===== src/rtl/aft_pkg.sv =====
package aft_pkg;
  typedef enum logic [1:0] {
    FMT_PCM   = 2'd0,
    FMT_LEFT  = 2'd1,
    FMT_RIGHT = 2'd2,
    FMT_RSVD  = 2'd3
  } fmt_e;

  // width code c selects 4c+4 bits
  function automatic logic [5:0] code_to_bits(input logic [2:0] code);
    return {1'b0, code, 2'b00} + 6'd4;
  endfunction
endpackage


===== src/rtl/aft_fifo.sv =====
module aft_fifo #(
  parameter int DW    = 32,
  parameter int DEPTH = 16,
  localparam int AW    = $clog2(DEPTH),
  localparam int LVL_W = $clog2(DEPTH + 1)
) (
  input  logic             clk,
  input  logic             rst,
  input  logic             flush,
  input  logic             wr,
  input  logic [DW-1:0]    wdata,
  input  logic             pop,
  output logic [DW-1:0]    rdata,
  output logic [LVL_W-1:0] level,
  output logic             empty
);
  logic [DW-1:0] mem [DEPTH];
  logic [AW-1:0] wr_ptr, rd_ptr;
  logic          do_wr, do_rd;

  assign empty = (level == '0);
  assign do_wr = wr && !flush && (level != LVL_W'(DEPTH));
  assign do_rd = pop && !flush && !empty;

  always_ff @(posedge clk) begin
    if (do_wr) mem[wr_ptr] <= wdata;
  end

  always_ff @(posedge clk) begin
    if (rst) begin
      rdata <= '0;
    end else if (pop) begin
      rdata <= empty ? '0 : mem[rd_ptr];
    end
  end

  always_ff @(posedge clk) begin
    if (rst || flush) begin
      wr_ptr <= '0;
      rd_ptr <= '0;
      level  <= '0;
    end else begin
      if (do_wr) wr_ptr <= (wr_ptr == AW'(DEPTH - 1)) ? '0 : wr_ptr + 1'b1;
      if (do_rd) rd_ptr <= (rd_ptr == AW'(DEPTH - 1)) ? '0 : rd_ptr + 1'b1;
      case ({do_wr, do_rd})
        2'b10:   level <= level + 1'b1;
        2'b01:   level <= level - 1'b1;
        default: level <= level;
      endcase
    end
  end

  assert_no_overflow_R10: assert property (@(posedge clk) disable iff (rst)
    level <= LVL_W'(DEPTH));
  assert_flush_empties_R10: assert property (@(posedge clk) disable iff (rst)
    flush |=> level == '0);
endmodule


===== src/rtl/aft_frame_seq.sv =====
module aft_frame_seq #(
  parameter int PER_W = 9,
  parameter int SLOTS = 8,
  localparam int CNT_W = $clog2(SLOTS + 1),
  localparam int G_W   = PER_W + 1,
  localparam int SI_W  = (SLOTS > 1) ? $clog2(SLOTS) : 1
) (
  input  logic             clk,
  input  logic             rst,
  input  logic             run,
  input  logic             step,
  input  logic [1:0]       cfg_fmt,
  input  logic             cfg_offset,
  input  logic [PER_W-1:0] cfg_period,
  input  logic [5:0]       slotw,
  input  logic [CNT_W-1:0] cfg_slot_cnt,
  input  logic [SLOTS-1:0] cfg_slot_en,
  input  logic             cfg_lr_inv,
  output logic             live_o,
  output logic [5:0]       sbit_o,
  output logic             lr_o,
  output logic             pop_o
);
  import aft_pkg::*;

  logic             started, half, inreg;
  logic [PER_W-1:0] seg, sk;
  logic [5:0]       sbit;
  logic             n_half, n_in;
  logic [PER_W-1:0] n_seg, n_k;
  logic [5:0]       n_bit;
  logic             halves;
  logic [G_W-1:0]   cur_g, nxt_g;
  logic             lr_raw;

  assign halves = (fmt_e'(cfg_fmt) != FMT_PCM);

  function automatic logic live_of(input logic [G_W-1:0] g);
    return (g < G_W'(cfg_slot_cnt)) && (g < G_W'(SLOTS)) && cfg_slot_en[g[SI_W-1:0]];
  endfunction

  always_comb begin
    n_seg  = seg;
    n_half = half;
    n_in   = inreg;
    n_bit  = sbit;
    n_k    = sk;
    if (!started || seg == cfg_period) begin
      n_seg  = '0;
      n_half = started && halves && !half;
      n_in   = !cfg_offset;
      n_bit  = '0;
      n_k    = '0;
    end else begin
      n_seg = seg + 1'b1;
      if (!inreg) begin
        n_in  = 1'b1;
        n_bit = '0;
        n_k   = '0;
      end else if (sbit == slotw - 6'd1) begin
        n_bit = '0;
        n_k   = sk + 1'b1;
      end else begin
        n_bit = sbit + 6'd1;
      end
    end
  end

  assign cur_g  = halves ? {sk, half} : {1'b0, sk};
  assign nxt_g  = halves ? {n_k, n_half} : {1'b0, n_k};
  assign pop_o  = run && step && n_in && (n_bit == '0) && live_of(nxt_g);
  assign live_o = started && inreg && live_of(cur_g);
  assign sbit_o = sbit;

  always_comb begin
    if (!started)        lr_raw = 1'b0;
    else if (halves)     lr_raw = half;
    else if (cfg_offset) lr_raw = (seg == '0);
    else                 lr_raw = (seg < PER_W'(slotw));
  end
  assign lr_o = lr_raw ^ cfg_lr_inv;

  always_ff @(posedge clk) begin
    if (rst || !run) begin
      started <= 1'b0;
      seg     <= '0;
      half    <= 1'b0;
      inreg   <= 1'b0;
      sbit    <= '0;
      sk      <= '0;
    end else if (step) begin
      started <= 1'b1;
      seg     <= n_seg;
      half    <= n_half;
      inreg   <= n_in;
      sbit    <= n_bit;
      sk      <= n_k;
    end
  end

  assert_seg_in_frame_R3: assert property (@(posedge clk) disable iff (rst)
    started |-> seg <= cfg_period);
  assert_idle_when_stopped_R13: assert property (@(posedge clk) disable iff (rst)
    !run |=> !started);
endmodule


===== src/rtl/aft_bit_out.sv =====
module aft_bit_out #(
  parameter int DW = 32,
  localparam int IX_W = $clog2(DW)
) (
  input  logic          clk,
  input  logic          rst,
  input  logic          live,
  input  logic [5:0]    sbit,
  input  logic [5:0]    sw,
  input  logic [5:0]    slotw,
  input  logic          right,
  input  logic          dout_en,
  input  logic          lr_in,
  input  logic [DW-1:0] sample,
  output logic          sdout,
  output logic          lrck
);
  logic [5:0]      lead, rel;
  logic [IX_W-1:0] idx;
  logic            bit_v;

  always_comb begin
    lead  = (right && slotw > sw) ? slotw - sw : 6'd0;
    rel   = sbit - lead;
    idx   = IX_W'(sw - 6'd1 - rel);
    bit_v = live && (sbit >= lead) && (rel < sw) && sample[idx];
  end

  always_ff @(posedge clk) begin
    if (rst) begin
      sdout <= 1'b0;
      lrck  <= 1'b0;
    end else begin
      sdout <= bit_v && dout_en;
      lrck  <= lr_in;
    end
  end

  assert_quiet_data_R12: assert property (@(posedge clk) disable iff (rst)
    !dout_en |=> !sdout);
endmodule


===== src/rtl/audio_frame_tx.sv =====
module audio_frame_tx #(
  parameter int DW    = 32,
  parameter int DEPTH = 16,
  parameter int PER_W = 9,
  parameter int SLOTS = 8,
  parameter int TXC_W = 16,
  localparam int CNT_W = $clog2(SLOTS + 1),
  localparam int LVL_W = $clog2(DEPTH + 1),
  localparam int HALF  = DEPTH / 2
) (
  input  logic             clk,
  input  logic             rst,
  input  logic             bclk_en,
  input  logic [1:0]       cfg_fmt,
  input  logic             cfg_offset,
  input  logic [PER_W-1:0] cfg_period,
  input  logic [2:0]       cfg_sw_code,
  input  logic [2:0]       cfg_slotw_code,
  input  logic [CNT_W-1:0] cfg_slot_cnt,
  input  logic [SLOTS-1:0] cfg_slot_en,
  input  logic             cfg_lr_inv,
  input  logic             en_module,
  input  logic             en_tx,
  input  logic             en_dout,
  input  logic             en_drq,
  input  logic             fifo_flush,
  input  logic             cnt_clr,
  input  logic             wr_en,
  input  logic [DW-1:0]    wr_data,
  output logic             sdout,
  output logic             lrck,
  output logic             drq,
  output logic             underrun,
  output logic [TXC_W-1:0] tx_count
);
  import aft_pkg::*;

  logic             run, pop, empty, live, lr_c;
  logic [5:0]       sw, slotw, sbit;
  logic [DW-1:0]    sample;
  logic [LVL_W-1:0] level;

  assign run   = en_module && en_tx;
  assign sw    = code_to_bits(cfg_sw_code);
  assign slotw = code_to_bits(cfg_slotw_code);

  aft_fifo #(.DW(DW), .DEPTH(DEPTH)) u_fifo (
    .clk(clk), .rst(rst), .flush(fifo_flush), .wr(wr_en), .wdata(wr_data),
    .pop(pop), .rdata(sample), .level(level), .empty(empty)
  );

  aft_frame_seq #(.PER_W(PER_W), .SLOTS(SLOTS)) u_seq (
    .clk(clk), .rst(rst), .run(run), .step(bclk_en), .cfg_fmt(cfg_fmt),
    .cfg_offset(cfg_offset), .cfg_period(cfg_period), .slotw(slotw),
    .cfg_slot_cnt(cfg_slot_cnt), .cfg_slot_en(cfg_slot_en),
    .cfg_lr_inv(cfg_lr_inv), .live_o(live), .sbit_o(sbit), .lr_o(lr_c),
    .pop_o(pop)
  );

  aft_bit_out #(.DW(DW)) u_out (
    .clk(clk), .rst(rst), .live(live), .sbit(sbit), .sw(sw), .slotw(slotw),
    .right(fmt_e'(cfg_fmt) == FMT_RIGHT), .dout_en(en_dout), .lr_in(lr_c),
    .sample(sample), .sdout(sdout), .lrck(lrck)
  );

  always_ff @(posedge clk) begin
    if (rst) begin
      drq      <= 1'b0;
      underrun <= 1'b0;
      tx_count <= '0;
    end else begin
      drq <= en_module && en_drq && (level < LVL_W'(HALF));
      if (fifo_flush)       underrun <= 1'b0;
      else if (pop && empty) underrun <= 1'b1;
      if (cnt_clr)  tx_count <= '0;
      else if (pop) tx_count <= tx_count + 1'b1;
    end
  end

  assert_count_clear_R11: assert property (@(posedge clk) disable iff (rst)
    cnt_clr |=> tx_count == '0);
  assert_underrun_sticky_R8: assert property (@(posedge clk) disable iff (rst)
    underrun && !fifo_flush |=> underrun);
  assert_drq_off_R13: assert property (@(posedge clk) disable iff (rst)
    !en_module |=> !drq);
endmodule


===== config.mk =====
export PLATFORM = sky130hd
export DESIGN_NAME = audio_frame_tx
export DESIGN_NICKNAME = d
export VERILOG_FILES = /design/src/rtl/aft_pkg.sv /design/src/rtl/aft_fifo.sv /design/src/rtl/aft_frame_seq.sv /design/src/rtl/aft_bit_out.sv /design/src/rtl/audio_frame_tx.sv
export SDC_FILE = /design/constraint.sdc
export NUM_CORES = 1
export LEC_CHECK = 0
export ABC_AREA = 0
export ABC_CLOCK_PERIOD_IN_PS = 13100
export BUFFER_PORTS_ARGS = -buffer_cell sky130_fd_sc_hd__buf_2
export CAP_MARGIN = 5
export CORE_UTILIZATION = 60
export CTS_CLUSTER_DIAMETER = 40
export DETAILED_ROUTE_END_ITERATION = 6
export GPL_TIMING_DRIVEN = 0
export HOLD_SLACK_MARGIN = 0.15
export PLACE_DENSITY = 0.88
export REMOVE_ABC_BUFFERS = 1
export SLEW_MARGIN = 20
export SYNTH_ARGS = -nofsm -noshare
export SYNTH_HDL_FRONTEND = slang
export SYNTH_SLANG_ARGS = --single-unit

===== constraint.sdc =====
create_clock -name clk -period 13.1 [get_ports clk]
set_input_delay 0.655 -clock clk [delete_from_list [all_inputs] [get_ports clk]]
set_output_delay 0.655 -clock clk [all_outputs]
set_load 0.1 [all_outputs]

# Word-level counts from Yosys, hierarchy flattened
# Memories as Yosys holds them, arrays and structs flattened. A register that Yosys moved wholly into a read port is not among the register bits.
# Cells that the tools add are included.
[word_totals] ff_bits=92 latch_bits=0 ram_bits=512 mem_bits_ro=0 inputBits=73 wordCells=122 mem_count=1
[op_classes] n_addsub=15 mul=0 div=0 n_lt_le_gt_ge=12 n_eq_ne=8 n_shift=0 muxes=29 bitwise=1 reduce_logical=41
[mem_list] name="u_fifo.mem" words=16 width=32 rd=1 rd_clocked_by_memory_dff=1 wr=1 line="aft_fifo.sv:17" source="logic [DW-1:0] mem [DEPTH];"
[op_table] cell="$mux 9" n=4
[op_table] cell="$mux 32" n=1
[op_table] cell="$logic_and 1x1->1" n=25
[op_table] cell="$mux 6" n=4
[op_table] cell="$lt 10x4->1" n=2
[op_table] cell="$lt 10x4->1 const B" n=2
[op_table] cell="$mux 10" n=2
[op_table] cell="$add 9x1->9 const B" n=2
[op_table] cell="$add 16x1->16 const B" n=1
[op_table] cell="$mux 4" n=4
[op_table] cell="$add 5x3->6 const B" n=2
[op_table] cell="$sub 6x6->6" n=2
[op_table] cell="$mux 1" n=10
[op_table] cell="$pmux 5 s2" n=1
[op_table] cell="$sub 5x1->5 const B" n=2
[op_table] cell="$eq 9x9->1" n=1
[op_table] cell="$logic_not 9->1" n=1
[op_table] cell="$lt 9x6->1" n=1
[op_table] cell="$add 4x1->4 const B" n=2
[op_table] cell="$eq 4x4->1 const B" n=2
[op_table] cell="$lt 3x4->1 const B" n=2
[op_table] cell="$add 6x1->6 const B" n=1
[op_table] cell="$bmux 1 s3" n=2
[op_table] cell="$eq 6x6->1" n=1
[op_table] cell="other kinds (19)" n=29

# Longest topological paths before layout
# Gate-level depths: netlist of the first run.
[depth] word_depth=15 depth_mapped=28 depth_no_buf=24

# Modules after synthesis
# From an unflattened synthesis of the first run, not the netlist that was laid out.
[unflattened] hier_cells=1543 area_unflattened_um2=25834.8
[by_module_without_submodules] mod="aft_fifo" n_inst=1 cells_each=1017 area_each_um2=21483.1
[by_module_without_submodules] mod="aft_frame_seq" n_inst=1 cells_each=309 area_each_um2=2402.3
[by_module_without_submodules] mod="aft_bit_out" n_inst=1 cells_each=115 area_each_um2=1052.3
[by_module_without_submodules] mod="audio_frame_tx" n_inst=1 cells_each=102 area_each_um2=897.1

# Worst setup path before layout of the first run
# No wires, ideal clock.
[synth_timing] kind="input to register" from="input port cfg_slotw_code[0]" to="register u_fifo.level[4]" setup_time_ns=0.070 t_arrival_ns=5.576 t_required_ns=13.030 slack_ns=7.454 path_stages=25 path_cell_list="ha_1 -> or3_1 -> o21a_1 -> o211a_2 -> and3_1 -> buf_6 -> xnor2_2 -> a211o_1 -> inv_1 -> ha_1 -> a221oi_1 -> o31ai_1 -> nor4_1 -> o211ai_1 -> a211o_1 -> buf_4 -> buf_4 -> nor3_1 -> ha_1 -> ha_1 -> a21o_1 -> a21oi_1 -> xor2_1 -> or3_1 -> a21oi_1"
[synth_between] elab_chain_cells=15 word_cells_on_any_way=25 classes_between="add/sub: 2; order compare: 2; eq/ne: 3; mux: 10; reduce/logical: 8"
[synth_rtl] item="start, declared" line="audio_frame_tx.sv:18" source="input logic [2:0] cfg_slotw_code,"
[synth_rtl] item="$add 5x3->6 (*)" line="aft_pkg.sv:11" source="return {1'b0, code, 2'b00} + 6'd4;"
[synth_rtl] item="$sub 6x1->6 (*)" line="aft_frame_seq.sv:60" source="end else if (sbit == slotw - 6'd1) begin"
[synth_rtl] item="$eq 6x6->1 (*)" line="aft_frame_seq.sv:60"
[synth_rtl] item="$mux 9" line="aft_frame_seq.sv:60"
[synth_rtl] item="$mux 9" line="aft_frame_seq.sv:56" source="if (!inreg) begin"
[synth_rtl] item="$mux 9" line="aft_frame_seq.sv:48" source="if (!started || seg == cfg_period) begin"
[synth_rtl] item="$mux 10" line="aft_frame_seq.sv:70" source="assign nxt_g = halves ? {n_k, n_half} : {1'b0, n_k};"
[synth_rtl] item="$lt 10x4->1 or $bmux 1 s3 (tied branches)" line="aft_frame_seq.sv:39" source="return (g < G_W'(cfg_slot_cnt)) && (g < G_W'(SLOTS)) && cfg_slot_en[g[SI_W-1:0]];"
[synth_rtl] item="$logic_and 1x1->1 or $mux 1 (tied branches)" line="aft_frame_seq.sv:39"
[synth_rtl] item="$logic_and 1x1->1" line="aft_frame_seq.sv:39"
[synth_rtl] item="$logic_and 1x1->1 (*)" line="aft_frame_seq.sv:71" source="assign pop_o = run && step && n_in && (n_bit == '0) && live_of(nxt_g);"
[synth_rtl] item="$logic_and 1x1->1 (*) (2 in series)" line="aft_fifo.sv:23" source="assign do_rd = pop && !flush && !empty;"
[synth_rtl] item="$eq 2x1->1 or $eq 2x2->1 (tied branches)" line="aft_fifo.sv:45" source="case ({do_wr, do_rd})"
[synth_rtl] item="$pmux 5 s2 or $reduce_bool 2->1 (tied branches)"
[synth_rtl] item="end signal, assigned" line="aft_fifo.sv:46" source="2'b10: level <= level + 1'b1;"
[synth_rtl] item="end signal, assigned" line="aft_fifo.sv:47" source="2'b01: level <= level - 1'b1;"
[synth_rtl] item="end signal, assigned" line="aft_fifo.sv:48" source="default: level <= level;"
[synth_rtl] item="end, declared" line="aft_fifo.sv:14" source="output logic [LVL_W-1:0] level,"
# Every way passes the cells marked *; elsewhere a longest branch is shown, timed or not. The select of a mux whose other input is x is not followed.
# A chain may end at the register's enable or synchronous reset.

# Worst setup path in the final report of the first run
[layout_timing] from="register u_seq.sbit[0], in the netlist u_seq.sbit_o[0]" to="register u_fifo.level[4]"
[layout_between] elab_chain_cells=13 word_cells_on_any_way=24 classes_between="add/sub: 1; order compare: 2; eq/ne: 3; mux: 10; reduce/logical: 8"
[layout_rtl] item="start, declared" line="aft_frame_seq.sv:28" source="logic [5:0] sbit;"
[layout_rtl] item="start signal, assigned" line="aft_frame_seq.sv:96" source="sbit <= n_bit;"
[layout_rtl] item="$eq 6x6->1" line="aft_frame_seq.sv:60"
[layout_rtl] item="$mux 9" line="aft_frame_seq.sv:60"
[layout_rtl] item="$mux 9" line="aft_frame_seq.sv:56"
[layout_rtl] item="$mux 9" line="aft_frame_seq.sv:48"
[layout_rtl] item="$mux 10" line="aft_frame_seq.sv:70"
[layout_rtl] item="$lt 10x4->1 or $bmux 1 s3 (tied branches)" line="aft_frame_seq.sv:39"
[layout_rtl] item="$logic_and 1x1->1 or $mux 1 (tied branches)" line="aft_frame_seq.sv:39"
[layout_rtl] item="$logic_and 1x1->1" line="aft_frame_seq.sv:39"
[layout_rtl] item="$logic_and 1x1->1 (*)" line="aft_frame_seq.sv:71"
[layout_rtl] item="$logic_and 1x1->1 (*) (2 in series)" line="aft_fifo.sv:23"
[layout_rtl] item="$eq 2x1->1 or $eq 2x2->1 (tied branches)" line="aft_fifo.sv:45"
[layout_rtl] item="$pmux 5 s2 or $reduce_bool 2->1 (tied branches)"
# Marked as above.

==> parameters.txt, run 1 <==
Parameter                              Value

Synth
  Fraction of synthesized cell area taken by the top area cell type    0.609
  Flip-flop and latch count after synthesis    slightly above 600
  Post-Synthesis Mean Instance Area    17.1 sq um
  Most frequently used flop master after synthesis    sky130_fd_sc_hd__edfxtp_1
  Most area-hungry cell type in the Yosys netlist    sky130_fd_sc_hd__edfxtp_1
  Number of different library cells in the post-synthesis netlist    63
  Post-Syn Instances    approximately 1500
  Area of the mapped netlist    between 20000 and 30000 sq um
  Post-synth EDFFs    around 510
  Share of synthesized flip-flops with an asynchronous set or reset    0
  Biggest area contributors in the synthesized netlist    sky130_fd_sc_hd__edfxtp_1 (61%), sky130_fd_sc_hd__mux4_2 (15%), sky130_fd_sc_hd__dfxtp_1 (7.6%)
  Share of the yosys chip area belonging to registers    0.685
  Yosys warning count    0

Layout
  Fraction of layout instances using a drive strength above 1    0.279
  Layout Utilization    0.715
  Number of fill cells in the layout    between 2000 and 2500
  Final net count    around 1700
  Most frequent standard cell in the layout excluding fill and tap cells    sky130_fd_sc_hd__edfxtp_1
  Multi-input gate area in the final layout    approximately 7600 sq um
  Area of all placed cells without fillers    slightly below 30000 sq um
  Sequential standard cell area    between 15000 and 20000 sq um
  Signed area change from the synthesized netlist to the final layout    16.6%
  Number of cells in the finished layout apart from fillers    approximately 2200
  Most frequent cells in the layout    sky130_fd_sc_hd__edfxtp_1 (512), sky130_fd_sc_hd__mux4_2 (170), sky130_fd_sc_hd__nand2_1 (98), sky130_fd_sc_hd__dfxtp_1 (92), sky130_fd_sc_hd__buf_2 (92)

Route
  DRT Wirelength    approximately 65000 um
  Vias per inst    around 6.8
  Antenna viol nets, final    0
  Drt wl/cell    slightly below 30 um
  Number of violations reported at the end of detailed-routing iteration 0    roughly 2000
  Number of remaining DRC errors    0
  First-pass detailed-route iteration total    7
  Total vias in the final route    between 10000 and 15000

Power
  Switching Share    0.220
  Net Sw Power    about 0.9 mW
  Internal Dissipation    3.29 mW
  Power density relative to cell area    143 nW/um^2
  Clock network power share    0.473
  Proportion of power drawn by combinational gates    0.028
  Pleak    around 9.5 nW
  Maximum vdd ir drop    249 uV
  Final Total Pwr    around 4.2 mW
  Reg power frac    0.499

Timing
  Final hold vios    0
  Slew of the pin with the lowest slew margin    1.04 ns
  Share of the cycle needed by the critical path after routing    0.549
  Achievable clock frequency    ~0.14 GHz
  Final worst slack    ~6 ns
  Slew headroom    0.304
  Setup violators final    0
  Fin crit period    about 7.2 ns
  RSZ-0062 raised after global routing    false
  Number of slew-limit violations in the final report    0
  Worst-case clock skew    0.0363 ns
  Final sum of negative setup slack    0 ns
  Worst hold margin    around 0.33 ns

Clock network
  Hold_buf cts    0
  CTS Buf Count    71
  Clock H-tree levels    3
  Longest Clk Path Bufs    3
  Clock-pin slew on the worst setup and hold paths    ~0.060 ns
  Setup bufs post-CTS    0
  Post-cts gate resize count    0
  Clk_lat worst skew    ~0.61 ns
  CTS root buf    sky130_fd_sc_hd__clkbuf_16
  TritonCTS clock tree    yes
  CTS Sinks    608

Floorplanning
  Placement row count    74
  Width of the die    about 210 um
  Number of ports placed on the die boundary    93
  Core region area    between 40000 and 50000 sq um
  Die area    about 43000 sq um
  Die extent in y    207 um
  Initial cell density of the core    0.613

Setup path
  CP startpoint kind    flip-flop
  Sort of element at the end of the critical path    flip-flop
  Required time of the critical path    between 10 and 15 ns
  Data arrival time of the worst path    between 7 and 8 ns
  Critical Path Fanout Max    40
  CP Launch Point    u_seq.sbit_o[0]
  Startpoint of the most critical register-to-register path    u_seq.sbit_o[0]
  Type of the worst setup path    reg -> reg
  Cells on worst reg2reg path    24

Placement
  Placer Congestion    slightly below 0.9
  Worst slack after detailed placement    6.09 ns
  Placed cell areas    approximately 27000 sq um
  Count of placed standard cells including taps    2065
  Final HPWL from detailed placement    37800 um
  Count of input and output buffers    92

Global routing
  Final global-route overflow total    0
  First-pass GRT wire length    approximately 96000 um
  Maximum number of pins on one net before global-route repair    between 50 and 60
  Overall routing resource usage    0.306
  Number of antenna violations at the first check in global routing    2
  Via count of the first global-routing pass    15300

Hold path
  Hold-critical path depth    2
  Tightest Hold Check Type    in -> reg
  HP Start    cfg_offset

Flow run
  # Max-Cap Violations    0

Outcome
  Run status    finished, final reports clean
[routing by layer]
metal	wire [um]	vias up	share of wire	GRT usage
li1	-	6165	-	-
met4	3030	0	0.046	0.148
met1	23000	7526	0.35	0.382
met3	5560	228	0.085	0.0573
met5	0	-	0	0
met2	33500	1042	0.51	0.520
[synthesized netlist by cell type (4+ instances only)]
library cell,n
sky130_fd_sc_hd__clkbuf_1,51
sky130_fd_sc_hd__a31oi_1,4
sky130_fd_sc_hd__nand2b_1,7
sky130_fd_sc_hd__nand4b_1,4
sky130_fd_sc_hd__a21oi_1,74
sky130_fd_sc_hd__inv_1,29
sky130_fd_sc_hd__mux4_2,170
sky130_fd_sc_hd__or3_1,14
sky130_fd_sc_hd__xnor2_1,25
sky130_fd_sc_hd__o21ai_0,24
sky130_fd_sc_hd__dfxtp_1,96
sky130_fd_sc_hd__xor2_1,15
sky130_fd_sc_hd__a21o_1,7
sky130_fd_sc_hd__buf_4,7
sky130_fd_sc_hd__o31ai_1,4
sky130_fd_sc_hd__nor3_1,18
sky130_fd_sc_hd__nor2_1,65
sky130_fd_sc_hd__nand4_1,14
sky130_fd_sc_hd__nor4_1,10
sky130_fd_sc_hd__and3_1,14
sky130_fd_sc_hd__edfxtp_1,512
sky130_fd_sc_hd__nand2_1,98
sky130_fd_sc_hd__buf_1,16
sky130_fd_sc_hd__o21ai_1,4
sky130_fd_sc_hd__fa_1,4
sky130_fd_sc_hd__nor2b_1,7
sky130_fd_sc_hd__ha_1,38
sky130_fd_sc_hd__mux2i_1,12
sky130_fd_sc_hd__a211oi_1,5
sky130_fd_sc_hd__nand3_1,54
sky130_fd_sc_hd__buf_2,6
sky130_fd_sc_hd__and2_1,5
[cell type report]
cell class              instances  area share
clock buffers                  84      0.0645
repair buffers                142      0.0465
clock inverters                45      0.0165
diodes                          4    0.000340
well taps                     532      0.0226
inverters                      29     0.00370
multi-input cells             754       0.258
flip-flops and latches        608       0.588
[path summary, 6_finish.rpt]
check / to / slack, ns
min reg2reg: u_fifo.rdata[15] / 0.47
max reg2reg: u_fifo.level[4] / 5.91
min: u_seq.inreg / 0.33
max: u_fifo.level[4] / 5.91
[registers in the layout, indices dropped and copies added (netlist names), named ones only]
signal and count:
u_fifo.mem 512, u_fifo.rdata 32, tx_count 16, u_seq.seg 9, u_seq.sk 9, u_seq.sbit_o 6
u_fifo.level 5, u_fifo.rd_ptr 4, u_fifo.wr_ptr 4, drq 1, u_out.lrck 1, u_out.sdout 1
u_seq.half 1, u_seq.inreg 1, u_seq.started 1, underrun 1
[worst max-delay path, cell delays in order (launching register included)]
cell and delay, ns:
sky130_fd_sc_hd__dfxtp_1 0.90, sky130_fd_sc_hd__ha_1 0.42, sky130_fd_sc_hd__or3b_1 0.37, sky130_fd_sc_hd__mux2i_1 0.20, sky130_fd_sc_hd__and2_1 0.31, sky130_fd_sc_hd__and3_1 0.32, sky130_fd_sc_hd__xnor2_2 0.14, sky130_fd_sc_hd__nand2_1 0.08
sky130_fd_sc_hd__and3_1 0.19, sky130_fd_sc_hd__ha_1 0.18, sky130_fd_sc_hd__nand4b_1 0.18, sky130_fd_sc_hd__a221oi_1 0.34, sky130_fd_sc_hd__o31ai_1 0.14, sky130_fd_sc_hd__nor4_1 0.40, sky130_fd_sc_hd__o211ai_1 0.46, sky130_fd_sc_hd__a211o_2 0.56
sky130_fd_sc_hd__buf_12 0.21, sky130_fd_sc_hd__nor3_1 0.15, sky130_fd_sc_hd__ha_1 0.30, sky130_fd_sc_hd__ha_1 0.32, sky130_fd_sc_hd__a21o_1 0.19, sky130_fd_sc_hd__a21oi_1 0.17, sky130_fd_sc_hd__xor2_1 0.11, sky130_fd_sc_hd__or3_1 0.31
sky130_fd_sc_hd__a21oi_1 0.14
[cell families (layout without fill, tap and decap cells)]
| group | Yosys count | count (layout) | synth area share |
|---|---|---|---|
| compound gates | 162 | 162 | 0.0400 |
| xor+xnor | 42 | 42 | 0.0152 |
| fa+ha+maj | 42 | 42 | 0.0220 |
| buf+inv | 111 | 300 | 0.0184 |
| flops | 608 | 608 | 0.685 |
| mux | 184 | 184 | 0.157 |
| other cells | 0 | 4 | 0 |
| simple gates | 324 | 324 | 0.0620 |
[power groups by stage]
stage	Clock [mW]	Sequential (mW)	Combinational, mW
6_report	1.99	2.10	0.120
5_1_grt	2.08	2.10	0.129
4_1_cts	2.00	2.10	0.117
3_5_place_dp	0	2.14	0.115
3_3_place_gp	0	2.15	0.104
2_1_floorplan	0	2.15	0.0541
No activity file was read; power rests on OpenSTA's default activity.
==> run 2: changes to the inputs <==
ABC_AREA = 1   (was 0)
ABC_CLOCK_PERIOD_IN_PS = 6600   (was 13100)
CORE_UTILIZATION = 56   (was 60)
PLACE_DENSITY = 0.86   (was 0.88)
clock period = 6.6 ns   (was 13.1 ns; I/O delays follow)
==> parameters.txt, run 2 <==
Parameter                              Value

Timing
  Final sum of negative setup slack    0 ns
  Number of slew-limit violations in the final report    0
  Achievable clock frequency    around 0.16 GHz
  Setup violators final    0
  Worst-case clock skew    a little over 0.03 ns
  Worst hold margin    ~0.19 ns
  Final hold vios    0
  Fin crit period    between 6 and 7 ns
  Slew headroom    0.230
  Share of the cycle needed by the critical path after routing    0.927
  RSZ-0062 raised after global routing    false
  Slew of the pin with the lowest slew margin    roughly 1.2 ns

Layout
  Multi-input gate area in the final layout    about 7900 sq um
  Final net count    approximately 2600
  Largest Register    u_fifo.mem
  Signed area change from the synthesized netlist to the final layout    18.7%
  Largest registers ranked by flip-flop count    u_fifo.mem: 512 flops, u_fifo.rdata: 32 flops, tx_count: 16 flops
  Flip-flop count of the largest register, all copies and words added    512
  Area of all placed cells without fillers    ~31000 sq um
  Most frequent standard cell in the layout excluding fill and tap cells    sky130_fd_sc_hd__edfxtp_1
  Fraction of layout instances using a drive strength above 1    0.128
  Number of fill cells in the layout    3000
  Most frequent cells in the layout    sky130_fd_sc_hd__edfxtp_1 (512), sky130_fd_sc_hd__o21ai_0 (288), sky130_fd_sc_hd__nand2_1 (257), sky130_fd_sc_hd__a21oi_1 (241), sky130_fd_sc_hd__inv_1 (228)
  Sequential standard cell area    17300 sq um

Route
  Number of remaining DRC errors    0
  Vias per inst    around 6.2
  First-pass detailed-route iteration total    6
  DRT Wirelength    68600 um
  Drt wl/cell    between 20 and 25 um
  Antenna viol nets, final    0
  Total vias in the final route    19300
  Number of violations reported at the end of detailed-routing iteration 0    approximately 2500

Floorplanning
  Placement row count    between 70 and 80
  Width of the die    about 220 um
  Core region area    between 40000 and 50000 sq um
  Die extent in y    approximately 220 um
  Die area    slightly below 50000 sq um
  Initial cell density of the core    0.568
  Number of ports placed on the die boundary    93

Setup path
  Sort of element at the end of the critical path    flip-flop
  Slowest-stage cell, CP    sky130_fd_sc_hd__dfxtp_1
  Endpoint of the most critical register-to-register path    u_fifo.level[4]
  Largest stage delay on the critical path    a little over 0.7 ns
  Critical Path Fanout Max    28
  Required time of the critical path    around 7.1 ns
  Data arrival time of the worst path    6.61 ns
  Critical path buffer and inverter count    3
  CP Launch Point    u_seq.sbit_o[1]
  Cells on worst reg2reg path    29
  Startpoint of the most critical register-to-register path    u_seq.sbit_o[1]
  Delay-heaviest family, CP    simple AND/OR/NAND/NOR gates
  R2R Setup Slk    0.48 ns
  Type of the worst setup path    reg -> reg
  CP startpoint kind    flip-flop

Clock network
  Longest Clk Path Bufs    3
  CTS Buf Count    76
  CTS Sinks    between 600 and 700
  Setup bufs post-CTS    0
  CTS root buf    sky130_fd_sc_hd__clkbuf_16
  Clock H-tree levels    3
  TritonCTS clock tree    yes
  Clk_lat worst skew    between 0.6 and 0.7 ns
  Clock-pin slew on the worst setup and hold paths    around 0.060 ns

Synth
  Most frequently used flop master after synthesis    sky130_fd_sc_hd__edfxtp_1
  Share of the yosys chip area belonging to registers    0.654
  Biggest area contributors in the synthesized netlist    sky130_fd_sc_hd__edfxtp_1 (58%), sky130_fd_sc_hd__dfxtp_1 (7.3%), sky130_fd_sc_hd__o21ai_0 (5.4%)
  Post-synth top cells    sky130_fd_sc_hd__edfxtp_1 (512), sky130_fd_sc_hd__o21ai_0 (288), sky130_fd_sc_hd__nand2_1 (257)
  Number of different library cells in the post-synthesis netlist    between 40 and 50
  Post-Synthesis Mean Instance Area    around 11 sq um
  Post-Syn Instances    about 2300
  Area of the mapped netlist    26500 sq um
  Most area-hungry cell type in the Yosys netlist    sky130_fd_sc_hd__edfxtp_1
  Fraction of synthesized cell area taken by the top area cell type    0.581
  Post-synth EDFFs    512
  Flip-flop and latch count after synthesis    about 600
  Yosys warning count    0
  Cell with the most instances after synthesis    sky130_fd_sc_hd__edfxtp_1
  Share of synthesized flip-flops with an asynchronous set or reset    0

Placement
  Final HPWL from detailed placement    approximately 40000 um
  Count of input and output buffers    a little over 90
  Placed cell areas    about 28000 sq um
  Placer Congestion    0.878

Power
  Maximum vdd ir drop    a little over 300 uV
  Reg power frac    0.475
  Clock network power share    0.490
  Proportion of power drawn by combinational gates    0.035
  Switching Share    0.224
  Power density relative to cell area    280 nW/um^2
  Final Total Pwr    8.81 mW
  Internal Dissipation    roughly 6.8 mW
  Pleak    10.8 nW
  Net Sw Power    1.97 mW

Hold path
  Hold-critical path depth    4
  HP Start    cfg_slot_en[6]
  Min-Delay Endpoint    u_out.sdout
  Tightest Hold Check Type    in -> reg

Flow run
  # Max-Cap Violations    0

Global routing
  Overall routing resource usage    0.284
  Number of antenna violations at the first check in global routing    2
  First-pass GRT wire length    about 100000 um
  Final global-route overflow total    0
  Maximum number of pins on one net before global-route repair    roughly 80
  Via count of the first global-routing pass    ~19000

Outcome
  Run status    finished, final reports clean
## run 2: cell count changes after synthesis, sizes merged, moves of 105 or more
| cell | before | now |
|---|---|---|
| o21ai | 28 | 293 |
| inv | 29 | 235 |
| mux4 | 170 | 0 |
| nand2 | 98 | 266 |
| a21oi | 74 | 241 |
| mux2i | 12 | 117 |
## run 2: cell families (layout without fill, tap and decap cells)
kind of cell,count (synthesis),in the layout,share of synthesized area
multiplexers,117,117,0.0443
flip-flops,608,608,0.654
adder cells (fa/ha/maj),42,42,0.0210
XOR/XNOR,30,30,0.00993
AO/OA/AOI/OAI,639,639,0.132
AND/OR/NAND/NOR,510,511,0.0860
other,0,1,0
buffers and inverters,358,552,0.0534
## run 2: metal layers
layer / track usage / vias to the layer above / share of wire
li1: - / 8569 / -
met5: 0 / - / 0.00013
met4: 0.159 / 2 / 0.054
met2: 0.463 / 1262 / 0.47
met3: 0.0624 / 289 / 0.10
met1: 0.351 / 9181 / 0.37
## run 2: power by group through the flow
stage                     logic (mW)  clock network [mW]  registers (mW)
after detailed placement       0.277                   0            4.27
final                          0.312                4.31            4.18
after global routing           0.335                4.48            4.18
after floorplan                0.137                   0            4.27
after CTS                      0.302                4.34            4.18
after global placement         0.253                   0            4.27
## run 2: per-stage QoR
step | cells | utilization | worst slack [ns]
floorplan | 2183 | - | -2.80
global placement | 2882 | 0.583 | -5.87
detailed placement | 2925 | 0.608 | 0.419
CTS | 3105 | 0.674 | 0.363
global route | 3107 | 0.675 | 0.0768
finish | 3107 | 0.675 | 0.484
## run 2: worst reg2reg max path, delay by kind of cell, from the launching register on
family,cells,cell delay [ns]
and+or+nand+nor,13,2.11
DFF,1,0.72
AOI/OAI and AO/OA,9,1.59
buffers and inverters,3,0.32
adders and majority gates,4,1.23
## run 2: cell type report
cell class | instances | share of cell area
diodes | 1 | 0.0000797
clock buffers | 88 | 0.0649
clock inverters | 53 | 0.0204
inverters | 237 | 0.0286
multi-input cells | 1339 | 0.251
flip-flops and latches | 608 | 0.551
well taps | 607 | 0.0242
repair buffers | 174 | 0.0599
## run 2: worst max path at each step
| stage | end | slack, ns | cells after the start |
|---|---|---|---|
| after floorplan | u_fifo.rdata[13] | -2.80 | 6 |
| after global placement | u_fifo.rdata[22] | -5.87 | 6 |
| after detailed placement | u_fifo.level[4] | 0.42 | 29 |
| after CTS | u_fifo.level[4] | 0.36 | 29 |
| after global routing | u_fifo.level[4] | 0.08 | 29 |
| final | u_fifo.level[4] | 0.48 | 29 |
## run 2: timing repair
item                                    4_1_cts  5_1_grt
hold buffers                                 39        0
endpoints found under the setup margin        0        1
hold endpoints to repair                    534        0
resized for setup                             0        1
